==> src/rtl/ow_pkg.sv <==
package ow_pkg;

  typedef enum logic [2:0] {
    ST_IDLE,
    ST_WSLOT,
    ST_RHOLD,
    ST_RSTLOW,
    ST_PWAIT,
    ST_PLOW
  } ow_state_e;

  function automatic int unsigned ow_max2(input int unsigned a, input int unsigned b);
    return (a > b) ? a : b;
  endfunction

  function automatic int unsigned ow_bits_for(input int unsigned n);
    return (n < 2) ? 1 : $clog2(n + 1);
  endfunction

  function automatic bit ow_drives_low(input ow_state_e s);
    return (s == ST_RHOLD) || (s == ST_PLOW);
  endfunction

endpackage

==> src/rtl/ow_sync_edge.sv <==
module ow_sync_edge (
  input  logic clk,
  input  logic rst_n,
  input  logic bus_async,
  output logic line,
  output logic fell,
  output logic rose
);
  logic meta_q, sync_q, prev_q;

  always_ff @(posedge clk or negedge rst_n) begin
    if (!rst_n) begin
      meta_q <= 1'b1;
      sync_q <= 1'b1;
      prev_q <= 1'b1;
    end else begin
      meta_q <= bus_async;
      sync_q <= meta_q;
      prev_q <= sync_q;
    end
  end

  assign line = sync_q;
  assign fell = prev_q & ~sync_q;
  assign rose = ~prev_q & sync_q;
endmodule

==> src/rtl/ow_low_meter.sv <==
module ow_low_meter #(
  parameter int unsigned LIMIT = 24000
) (
  input  logic clk,
  input  logic rst_n,
  input  logic line,
  output logic long_low
);
  localparam int unsigned LW = ow_pkg::ow_bits_for(LIMIT);
  localparam logic [LW-1:0] LIM = LW'(LIMIT);

  logic [LW-1:0] low_cnt;

  always_ff @(posedge clk or negedge rst_n) begin
    if (!rst_n)            low_cnt <= '0;
    else if (line)         low_cnt <= '0;
    else if (low_cnt != LIM) low_cnt <= low_cnt + 1'b1;
  end

  assign long_low = (low_cnt == LIM);
endmodule

==> src/rtl/ow_oneshot.sv <==
module ow_oneshot #(
  parameter int unsigned TW = 8
) (
  input  logic          clk,
  input  logic          rst_n,
  input  logic          load,
  input  logic [TW-1:0] load_val,
  output logic          expire
);
  logic [TW-1:0] cnt;

  always_ff @(posedge clk or negedge rst_n) begin
    if (!rst_n)          cnt <= '0;
    else if (load)       cnt <= load_val;
    else if (cnt != '0)  cnt <= cnt - 1'b1;
  end

  assign expire = (cnt == TW'(1));
endmodule

==> src/rtl/owire_slot_slave.sv <==
module owire_slot_slave #(
  parameter int unsigned SAMPLE_CYC    = 1500,
  parameter int unsigned HOLD_CYC      = 1500,
  parameter int unsigned RST_CYC       = 24000,
  parameter int unsigned PRES_WAIT_CYC = 1500,
  parameter int unsigned PRES_LOW_CYC  = 6000
) (
  input  logic clk,
  input  logic rst_n,
  input  logic bus_in,
  input  logic mode_read,
  input  logic tx_bit,
  output logic bus_pull_n,
  output logic rx_valid,
  output logic rx_bit
);
  import ow_pkg::*;

  localparam int unsigned MAXT = ow_max2(ow_max2(SAMPLE_CYC, HOLD_CYC),
                                         ow_max2(PRES_WAIT_CYC, PRES_LOW_CYC));
  localparam int unsigned TW = ow_bits_for(MAXT);

  ow_state_e st, st_n;
  logic line, line_fell, line_rose, long_low, expire;
  logic ld, rxv_n;
  logic [TW-1:0] ldv;

  // named events for the checker
  logic slot_fall, rst_enter, pres_start;

  ow_sync_edge u_sync (
    .clk(clk), .rst_n(rst_n), .bus_async(bus_in),
    .line(line), .fell(line_fell), .rose(line_rose)
  );

  ow_low_meter #(.LIMIT(RST_CYC)) u_meter (
    .clk(clk), .rst_n(rst_n), .line(line), .long_low(long_low)
  );

  ow_oneshot #(.TW(TW)) u_tmr (
    .clk(clk), .rst_n(rst_n), .load(ld), .load_val(ldv), .expire(expire)
  );

  assign rst_enter  = long_low && (st != ST_RSTLOW);
  assign slot_fall  = (st == ST_IDLE) && line_fell && !rst_enter;
  assign pres_start = (st == ST_PWAIT) && expire && !rst_enter;

  always_comb begin
    st_n  = st;
    ld    = 1'b0;
    ldv   = '0;
    rxv_n = 1'b0;
    if (rst_enter) begin
      st_n = ST_RSTLOW;
    end else begin
      case (st)
        ST_IDLE: begin
          if (line_fell) begin
            if (!mode_read) begin
              st_n = ST_WSLOT;
              ld   = 1'b1;
              ldv  = TW'(SAMPLE_CYC);
            end else if (!tx_bit) begin
              st_n = ST_RHOLD;
              ld   = 1'b1;
              ldv  = TW'(HOLD_CYC);
            end
          end
        end
        ST_WSLOT: begin
          if (expire) begin
            st_n  = ST_IDLE;
            rxv_n = 1'b1;
          end
        end
        ST_RHOLD: begin
          if (expire) st_n = ST_IDLE;
        end
        ST_RSTLOW: begin
          if (line_rose) begin
            st_n = ST_PWAIT;
            ld   = 1'b1;
            ldv  = TW'(PRES_WAIT_CYC);
          end
        end
        ST_PWAIT: begin
          if (expire) begin
            st_n = ST_PLOW;
            ld   = 1'b1;
            ldv  = TW'(PRES_LOW_CYC);
          end
        end
        ST_PLOW: begin
          if (expire) st_n = ST_IDLE;
        end
        default: st_n = ST_IDLE;
      endcase
    end
  end

  always_ff @(posedge clk or negedge rst_n) begin
    if (!rst_n) begin
      st       <= ST_IDLE;
      rx_valid <= 1'b0;
      rx_bit   <= 1'b0;
    end else begin
      st       <= st_n;
      rx_valid <= rxv_n;
      if (rxv_n) rx_bit <= line;
    end
  end

  assign bus_pull_n = !ow_drives_low(st);
endmodule

==> config.mk <==
export PLATFORM = sky130hd
export DESIGN_NAME = owire_slot_slave
export DESIGN_NICKNAME = d
export VERILOG_FILES = /design/src/rtl/ow_pkg.sv /design/src/rtl/ow_sync_edge.sv /design/src/rtl/ow_low_meter.sv /design/src/rtl/ow_oneshot.sv /design/src/rtl/owire_slot_slave.sv
export SDC_FILE = /design/constraint.sdc
export NUM_CORES = 1
export LEC_CHECK = 0
export CAP_MARGIN = 0
export CELL_PAD_IN_SITES_DETAIL_PLACEMENT = 0
export CELL_PAD_IN_SITES_GLOBAL_PLACEMENT = 1
export CORE_UTILIZATION = 48
export CTS_BUF_LIST = sky130_fd_sc_hd__clkbuf_8
export DETAILED_ROUTE_END_ITERATION = 7
export HOLD_SLACK_MARGIN = 0.03
export PLACE_DENSITY_LB_ADDON = 0.05
export SLEW_MARGIN = 20
export SYNTH_ARGS = -nofsm -noshare
export SYNTH_HDL_FRONTEND = slang
export SYNTH_SLANG_ARGS = --single-unit
==> constraint.sdc <==
create_clock -name clk -period 4.3 [get_ports clk]
set_clock_uncertainty 0.1 [all_clocks]
set_input_delay 0.86 -clock clk [delete_from_list [all_inputs] [get_ports clk]]
set_output_delay 0.86 -clock clk [all_outputs]
set_load 0.05 [all_outputs]
==> Yosys cells after proc, flatten, opt, wreduce, memory -nomap -nowiden <==
Cells that the tools add are included.
{ "totals": {"register_bits": 36, "latchBits": 0, "ramBits": 0, "mem_bits_ro": 0, "input_bits": 5, "output_inout_bits": 3, "wordCells": 65, "n_memories": 0} }
{ "op_classes": {"n_addsub": 2, "n_mul": 0, "div_mod_pow": 0, "order_cmp": 0, "n_eq_ne": 14, "shifts": 0, "mux": 28, "n_bitwise": 4, "n_reduce_logical": 9} }
{ "op_table": {"columns": ["operator", "n"], "rows": [
  ["$mux 13", 4],
  ["$mux 11", 4],
  ["$pmux 13 s3", 1],
  ["$mux 15", 2],
  ["$mux 3", 7],
  ["$add 15x1->15 const B", 1],
  ["$eq 15x15->1 const B", 1],
  ["$ne 15x15->1 const B", 1],
  ["$eq 13x1->1 const B", 1],
  ["$reduce_bool 13->1", 1],
  ["$sub 13x1->13 const B", 1],
  ["$pmux 3 s4", 1],
  ["$ne 3x3->1 const B", 3],
  ["$mux 1", 8],
  ["$eq 3x2->1 const B", 2],
  ["$eq 3x3->1 const B", 2],
  ["$reduce_and 5->1", 1],
  ["$ne 4x4->1 const B", 1],
  ["$reduce_bool 2->1", 2],
  ["$eq 3x1->1 const B", 1],
  ["$logic_not 3->1", 1],
  ["$ne 3x1->1 const B", 1],
  ["$ne 3x2->1 const B", 1],
  ["$pmux 1 s3", 1],
  ["6 further kinds", 8]
]} }

==> Logic depth before layout (Yosys ltp) <==
Gate-level depths: netlist of run 1.
{ "depth": {"ltp_word": 6, "mapped_depth": 7, "depth_no_buf": 6} }

==> Cells and area by module <==
Synthesis of run 1 repeated with hierarchy kept, for this count alone.
{ "unflattened": {"hier_cells": 217, "area_unflattened_um2": 2103.3} }
{ "modules_own_cells": {"columns": ["module", "instances", "cells_each", "area_per_inst_um2", "seq_area_each_um2"], "rows": [
  ["ow_oneshot", 1, 91, 847.1, 325.3],
  ["ow_low_meter", 1, 80, 795.8, 375.4],
  ["owire_slot_slave", 1, 41, 366.6, 125.1],
  ["ow_sync_edge", 1, 5, 93.8, 78.8]
]} }

==> Least setup slack after synthesis of run 1 <==
No wires, ideal clock.
{ "synth_timing": {"kind": "flip-flop to output port", "start": "register st[2]", "end": "output port bus_pull_n", "arrival_time_ns": 1.534, "required_ns": 3.340, "path_slack_ns": 1.806, "path_stages_with_launch": 4, "path_buffers": 1, "path_cell_list": "dfrtp_1 > clkbuf_1 > nor2b_1 > a22oi_1"} }
{ "synth_between": {"elab_chain_len": 3, "elab_cells_between_ends": 4} }
{ "synth_lines": {"columns": ["item", "line_no", "source"], "rows": [
  ["start: declaration", "owire_slot_slave.sv:23", "ow_state_e st, st_n;"],
  ["start signal: assignment", "owire_slot_slave.sv:107", "st <= st_n;"],
  ["$eq 3x2->1 / $eq 3x3->1 (equally long branches)", "ow_pkg.sv:21", "return (s == ST_RHOLD) || (s == ST_PLOW);"],
  ["$logic_or 1x1->1 *", "ow_pkg.sv:21", null],
  ["$logic_not 1->1 *", "owire_slot_slave.sv:113", "assign bus_pull_n = !ow_drives_low(st);"],
  ["end: declaration", "owire_slot_slave.sv:13", "output logic bus_pull_n,"]
]} }
Mark *: on every way between the ends. The rest lies on a longest branch, timed or not.

==> Worst setup path after layout of run 1 <==
Same ends and word-level chain as after synthesis.

==> metrics.md, run 1 <==
| Metric | Value |
|---|---|
| Status | complete, no violations |
| Antenna violations before repair | 0 |
| Hpwl dp | 2.88 mm |
| Worst-margin pin slew | 0.662 ns |
| H-tree Lvls | 2 |
| First-pass GRT wire length | 6.98 mm |
| Routed wire per std cell | 16.1 um |
| Die Area | 4510 sq um |
| Worst hold path depth | 0 |
| Data required, critical path | 3.34 ns |
| Final core utilization | 55.5% |
| Clock Sinks | 36 |
| Final worst-path cycle share | 68.7% |
| RSZ-0062 raised after global routing | no |
| Max-cap check violation count | 0 |
| Setup violators final | 0 |
| Starting Density | 50.6% |
| Yosys warns | 0 |
| FP Rows | 23 |
| Clock Power Share | 30.6% |
| Seq/Total Area, Yosys | 44.4% |
| # port buffers | 7 |
| CP Capture Type | primary output |
| Routing usage on met2 | 36.0% |
| Avg Vias per Cell | 5.92 |
| Vias in the first global route | 1492 |
| Peak VDD IR | 231 uV |
| Largest net degree at the start of global routing | 37 |
| Switch share | 29.4% |
| Worst skew pair latency | 0.28 ns |
| Share of layout cells above drive strength 1 | 13.4% |
| Part of the power in registers | 50.9% |
| Most frequent cells in the layout | dfrtp_1 (33), nor2_1 (20), xor2_1 (14) |
| Cell Pwr Density | 376 nW/um^2 |
| # Post-CTS Setup Buffers | 0 |
| Ranking of synthesized cells by area | dfrtp_1 (41%), xor2_1 (6.0%), dfstp_2 (3.9%) |
| Critical path class | flop to primary output |
| Syn Inst Count | 195 |
| Top_reg_cell synth | dfrtp_1 |
| Routed wire length | 4.06 mm |
| Die W | 67.1 um |
| Area Growth Syn to Fin | 9.77% |
| Leading cell type in the layout, fill and taps excluded | dfrtp_1 |
| Antenna viol nets, final | 0 |
| Grt ovf | 0 |
| Sw power | 0.000248 W |
| IO Pins | 8 |
| GR Util met1 | 25.4% |
| Core ar. | 4030 sq um |
| Nets | 211 |
| Async SR Flop Fraction | 100% |
| Area leader, netlist | dfrtp_1 |
| Leakage Power | 0.848 nW |
| Internal cell power | 0.000593 W |
| CTS Hold Bufs | 0 |
| CTS-repair resized insts | 0 |
| Ant. Diodes | 0 |
| DR iter-0 viols | 102 |
| All-layer global routing usage | 21.2% |
| Element type at the critical path start | flop |
| Simple-Gate Fraction of Synth Area | 26.0% |
| Synth Area per Inst | 10.4 sq um |
| Setup_tns | 0 ns |
| Top cell type's share of synthesized area | 40.5% |
| CTS root buffer | clkbuf_8 |
| Die H | 67.1 um |
| Vias | 1491 |
| Compound-gate portion of the synthesized area | 11.4% |
| DRC viols | 0 |
| Post-synthesis mux area share | 2.27% |
| FILL cells | 354 |
| Top Usage Layer GRT | met2 |
| Min Clock Period, post-route | 2.96 ns |
| Cell Area, Synth | 2040 sq um |
| Flops & latches, synth | 36 |
| CP Data Arrival Time | 2.00 ns |
| CTS tree | yes |
| Max Freq | 0.338 GHz |
| First drt pass iteration count | 4 |
| Depth of the worst register-to-register path | 6 |
| Post-Syn Nets | 205 |
| Final Hold Vio Count | 0 |
| Gpl congestion | 0.830 |
| Worst-path clk slew | 0.07 ns |
| Combinational power share | 18.6% |
| Worst slew margin | 55.5% |
| Crit Path Max Fanout | 9 |
| CTS buffer count | 5 |
| M3 GR Usage | 5.24% |
| XOR/XNOR share of the synthesized area | 9.89% |
| Distinct cells, synth | 56 |
| Number of synthesized flops with an enable pin | 0 |
| Max Root-Sink Buffers | 2 |
| Largest family of logic cells by synthesized area | simple AND/OR/NAND/NOR gates |
| Min-Delay Path Class | flop to flop |
| Fin. max-slew vios | 0 |
| Adder-cell area share of the yosys netlist | 3.07% |
==> cell usage after synthesis (4+ instances only) <==
library cell  instances
clkbuf_1              8
nor2b_1               4
inv_1                 5
a21oi_1               5
ha_1                  5
dfrtp_1              33
nand2_1               6
xor2_1               14
nand3_1               9
o21ai_0               4
xnor2_1               9
nor2_1               20
nand4_1               7
==> sequential cells by signal (all words and copies together) (netlist names) <==
| signal | count |
|---|---|
| rx_bit | 1 |
| rx_valid | 1 |
| st | 3 |
| u_meter.low_cnt | 15 |
| u_sync.line | 1 |
| u_sync.meta_q | 1 |
| u_sync.prev_q | 1 |
| u_tmr.cnt | 13 |
==> logic make-up after synthesis <==
kind of cell	after synthesis
buffers and inverters	14
DFF	36
adders and majority gates	5
AOI/OAI and AO/OA	30
muxes	4
xor gates and xnor gates	23
and+or+nand+nor	83
==> metal layers <==
layer / wire length, um / part of all wire (%)
met5: 0 / 0
met4: 60 / 1.5
met3: 162 / 4.0
met2: 2030 / 50
met1: 1810 / 45
==> worst max-delay path, stage by stage, from the launching register on <==
cell	delay (ns)
dfrtp_1	0.50
nor2b_1	0.20
a22oi_1	0.19
clkdlybuf4s50_1	0.83
==> final cells by class <==
class | instances | area (sq um) | share of cell area [%]
Timing Repair Buffer | 8 | 77.6 | 3.47
Inverter | 5 | 18.8 | 0.839
Tap cell | 50 | 62.6 | 2.80
Multi-Input combinational cell | 145 | 1070 | 48.0
Clock buffer | 7 | 96.3 | 4.31
Sequential cell | 36 | 905 | 40.5
Clock inverter | 1 | 3.75 | 0.168
==> through the flow <==
step	power, W	setup slack [ns]	hold slack [ns]	area (sq um)	instances
3_5_place_dp	0.000590	1.67	0.251	2140	244
2_1_floorplan	0.000547	1.81	0.245	2040	195
3_3_place_gp	0.000585	1.68	0.247	2140	244
5_1_grt	0.000889	1.25	0.255	2240	252
4_1_cts	0.000852	1.34	0.253	2240	252
6_report	0.000841	1.34	0.254	2240	252
==> path summary, 6_finish.rpt <==
| kind | end | startpoint | slack (ns) |
|---|---|---|---|
| min | u_sync.line | u_sync.meta_q | 0.25 |
| min in group asynchronous | u_tmr.cnt[10] | rst_n | 0.89 |
| max | bus_pull_n | st[2] | 1.34 |
| max in group asynchronous | u_sync.meta_q | rst_n | 2.86 |
| min reg2reg | u_sync.line | u_sync.meta_q | 0.25 |
| max reg2reg | u_tmr.cnt[2] | u_tmr.cnt[1] | 1.96 |
==> power by group through the flow <==
stage | Clock, W | Sequential, W | Combinational (W)
floorplan | 0 | 0.000406 | 0.000142
global placement | 0 | 0.000432 | 0.000152
detailed placement | 0 | 0.000433 | 0.000156
CTS | 0.000267 | 0.000427 | 0.000158
global route | 0.000282 | 0.000434 | 0.000173
finish | 0.000257 | 0.000428 | 0.000156
(Power assumes the default switching activity.)
==> run 2, diff against run 1 <==
Clock period 4.3 ns to 3.03 ns, I/O delays scaled along.
==> run 2 against run 1 <==
- total power is 53% higher
- first-iteration DRC count is 7.8% lower
- via count is 1.5% lower
- critical path depth stayed put
- non-clock buffer count stayed put
- critical endpoint unchanged
- setup slack worse by 1.0 ns
- count of clock-buffer cells in the layout stayed put
- largest cell class unchanged
- die area stayed put
- largest power group unchanged
- global-route usage is 0.91 points lower
- hold slack better by 0.0097 ns
- wire length is 1.5% lower
- cell area is 1.2% higher
==> metrics.md, run 2 (same netlist as run 1, synthesis figures left out) <==
| Metric | Value |
|---|---|
| Status | complete, no violations |
| Leading cell type in the layout, fill and taps excluded | dfrtp_1 |
| Antenna violations before repair | 0 |
| CTS Hold Bufs | 0 |
| Element type at the critical path start | flop |
| Fin. max-slew vios | 0 |
| Share of layout cells above drive strength 1 | 13.9% |
| Setup_tns | 0 ns |
| Setup violators final | 0 |
| CTS buffer count | 5 |
| Vias in the first global route | 1410 |
| Worst skew pair latency | 0.29 ns |
| Clock Sinks | 36 |
| H-tree Lvls | 2 |
| Peak VDD IR | 300 uV |
| CP Capture Type | primary output |
| DRC viols | 0 |
| Ant. Diodes | 0 |
| Final Hold Vio Count | 0 |
| Min-Delay Path Class | flop to flop |
| Antenna viol nets, final | 0 |
| Critical path class | flop to primary output |
| Nets | 211 |
| CTS-repair resized insts | 0 |
| # port buffers | 7 |
| Worst-path clk slew | 0.07 ns |
| FILL cells | 344 |
| DR iter-0 viols | 94 |
| Data required, critical path | 2.32 ns |
| Worst slew margin | 58.8% |
| CTS tree | yes |
| Area Growth Syn to Fin | 11.1% |
| Max reg flops | 15 |
| Avg Vias per Cell | 5.83 |
| Routed wire length | 4.00 mm |
| Starting Density | 50.6% |
| Grt ovf | 0 |
| CP Data Arrival Time | 1.98 ns |
| Most flop-heavy register | u_meter.low_cnt |
| Leakage Power | 0.857 nW |
| # Post-CTS Setup Buffers | 0 |
| Die Area | 4510 sq um |
| Routed wire per std cell | 15.9 um |
| Cell Pwr Density | 570 nW/um^2 |
| IO Pins | 8 |
| Min Clock Period, post-route | 2.69 ns |
| Die H | 67.1 um |
| Multi-input gate area | 1070 sq um |
| Die W | 67.1 um |
| Top Registers | u_meter.low_cnt: 15 flops, u_tmr.cnt: 13 flops, st: 3 flops |
| RSZ-0062 raised after global routing | no |
| CP max stage delay | 0.83 ns |
| First-pass GRT wire length | 6.69 mm |
| Worst-margin pin slew | 0.610 ns |
| First drt pass iteration count | 4 |
| Max Freq | 0.372 GHz |
| Crit Path Max Fanout | 9 |
| Core ar. | 4030 sq um |
| Worst hold slack | 0.264 ns |
| Max-cap check violation count | 0 |
| Vias | 1468 |
| Final worst-path cycle share | 88.7% |
| Hpwl dp | 2.89 mm |
| Worst path cell trace | nor2b_1 -> a22oi_1 -> clkdlybuf4s50_1 |
| Register area | 905 sq um |
| Largest net degree at the start of global routing | 37 |
| Most frequent cells in the layout | dfrtp_1 (33), nor2_1 (20), xor2_1 (14) |
| FP Rows | 23 |
| All-layer global routing usage | 20.2% |
| Max Root-Sink Buffers | 2 |
| Crit-path slowest cell | clkdlybuf4s50_1 |
| CTS root buffer | clkbuf_8 |
| Gpl congestion | 0.792 |
[run 2: changes by cell type in the layout (fill, tap and decap cells not counted)]
cell       before  now
bufinv_16       0    1
inv_1           6    5
[run 2: layout make-up]
cell class | count | area share, %
Clock buffer | 7 | 4.26
Clock inverter | 1 | 1.33
Inverter | 5 | 0.830
Multi-Input combinational cell | 145 | 47.4
Sequential cell | 36 | 40.0
Tap cell | 50 | 2.77
Timing Repair Buffer | 8 | 3.43
[run 2: worst max-delay path: cells and delay by family, from the launching register on]
kind,cells,cell delay [ns]
buffers and inverters,1,0.83
AND/OR/NAND/NOR,1,0.20
AO/OA/AOI/OAI,1,0.19
flip-flops,1,0.48
[run 2: metrics by stage]
step	area (sq um)	setup WS, ns	total power [W]	util (%)	std cells
floorplan	2040	0.790	0.000776	-	195
global placement	2140	0.665	0.000826	53.0	244
detailed placement	2140	0.647	0.000839	53.0	244
CTS	2260	0.327	0.00130	56.1	252
global route	2260	0.239	0.00136	56.1	252
finish	2260	0.341	0.00129	56.1	252
[run 2: worst paths after layout]
path | slack [ns] | cells past startpoint | to | startpoint
min | 0.26 | 0 | u_sync.line | u_sync.meta_q
max reg2reg | 0.76 | 4 | rx_bit | u_meter.low_cnt[3]
max in group asynchronous | 1.85 | 2 | u_sync.line | rst_n
max | 0.34 | 3 | bus_pull_n | st[2]
min in group asynchronous | 0.62 | 2 | u_tmr.cnt[6] | rst_n
min reg2reg | 0.26 | 0 | u_sync.line | u_sync.meta_q
[run 2: layer usage]
layer,vias to the layer above,wire [um],GRT usage [%]
met5,-,0,0
met4,0,51,6.38
met3,6,122,5.57
met2,19,1950,32.9
met1,719,1870,26.0
li1,724,-,-
[run 2: power breakdown]
part	switching, W	internal, W
Combinational	0.000112	0.000110
Sequential	0.0000768	0.000528
Clock	0.000173	0.000290
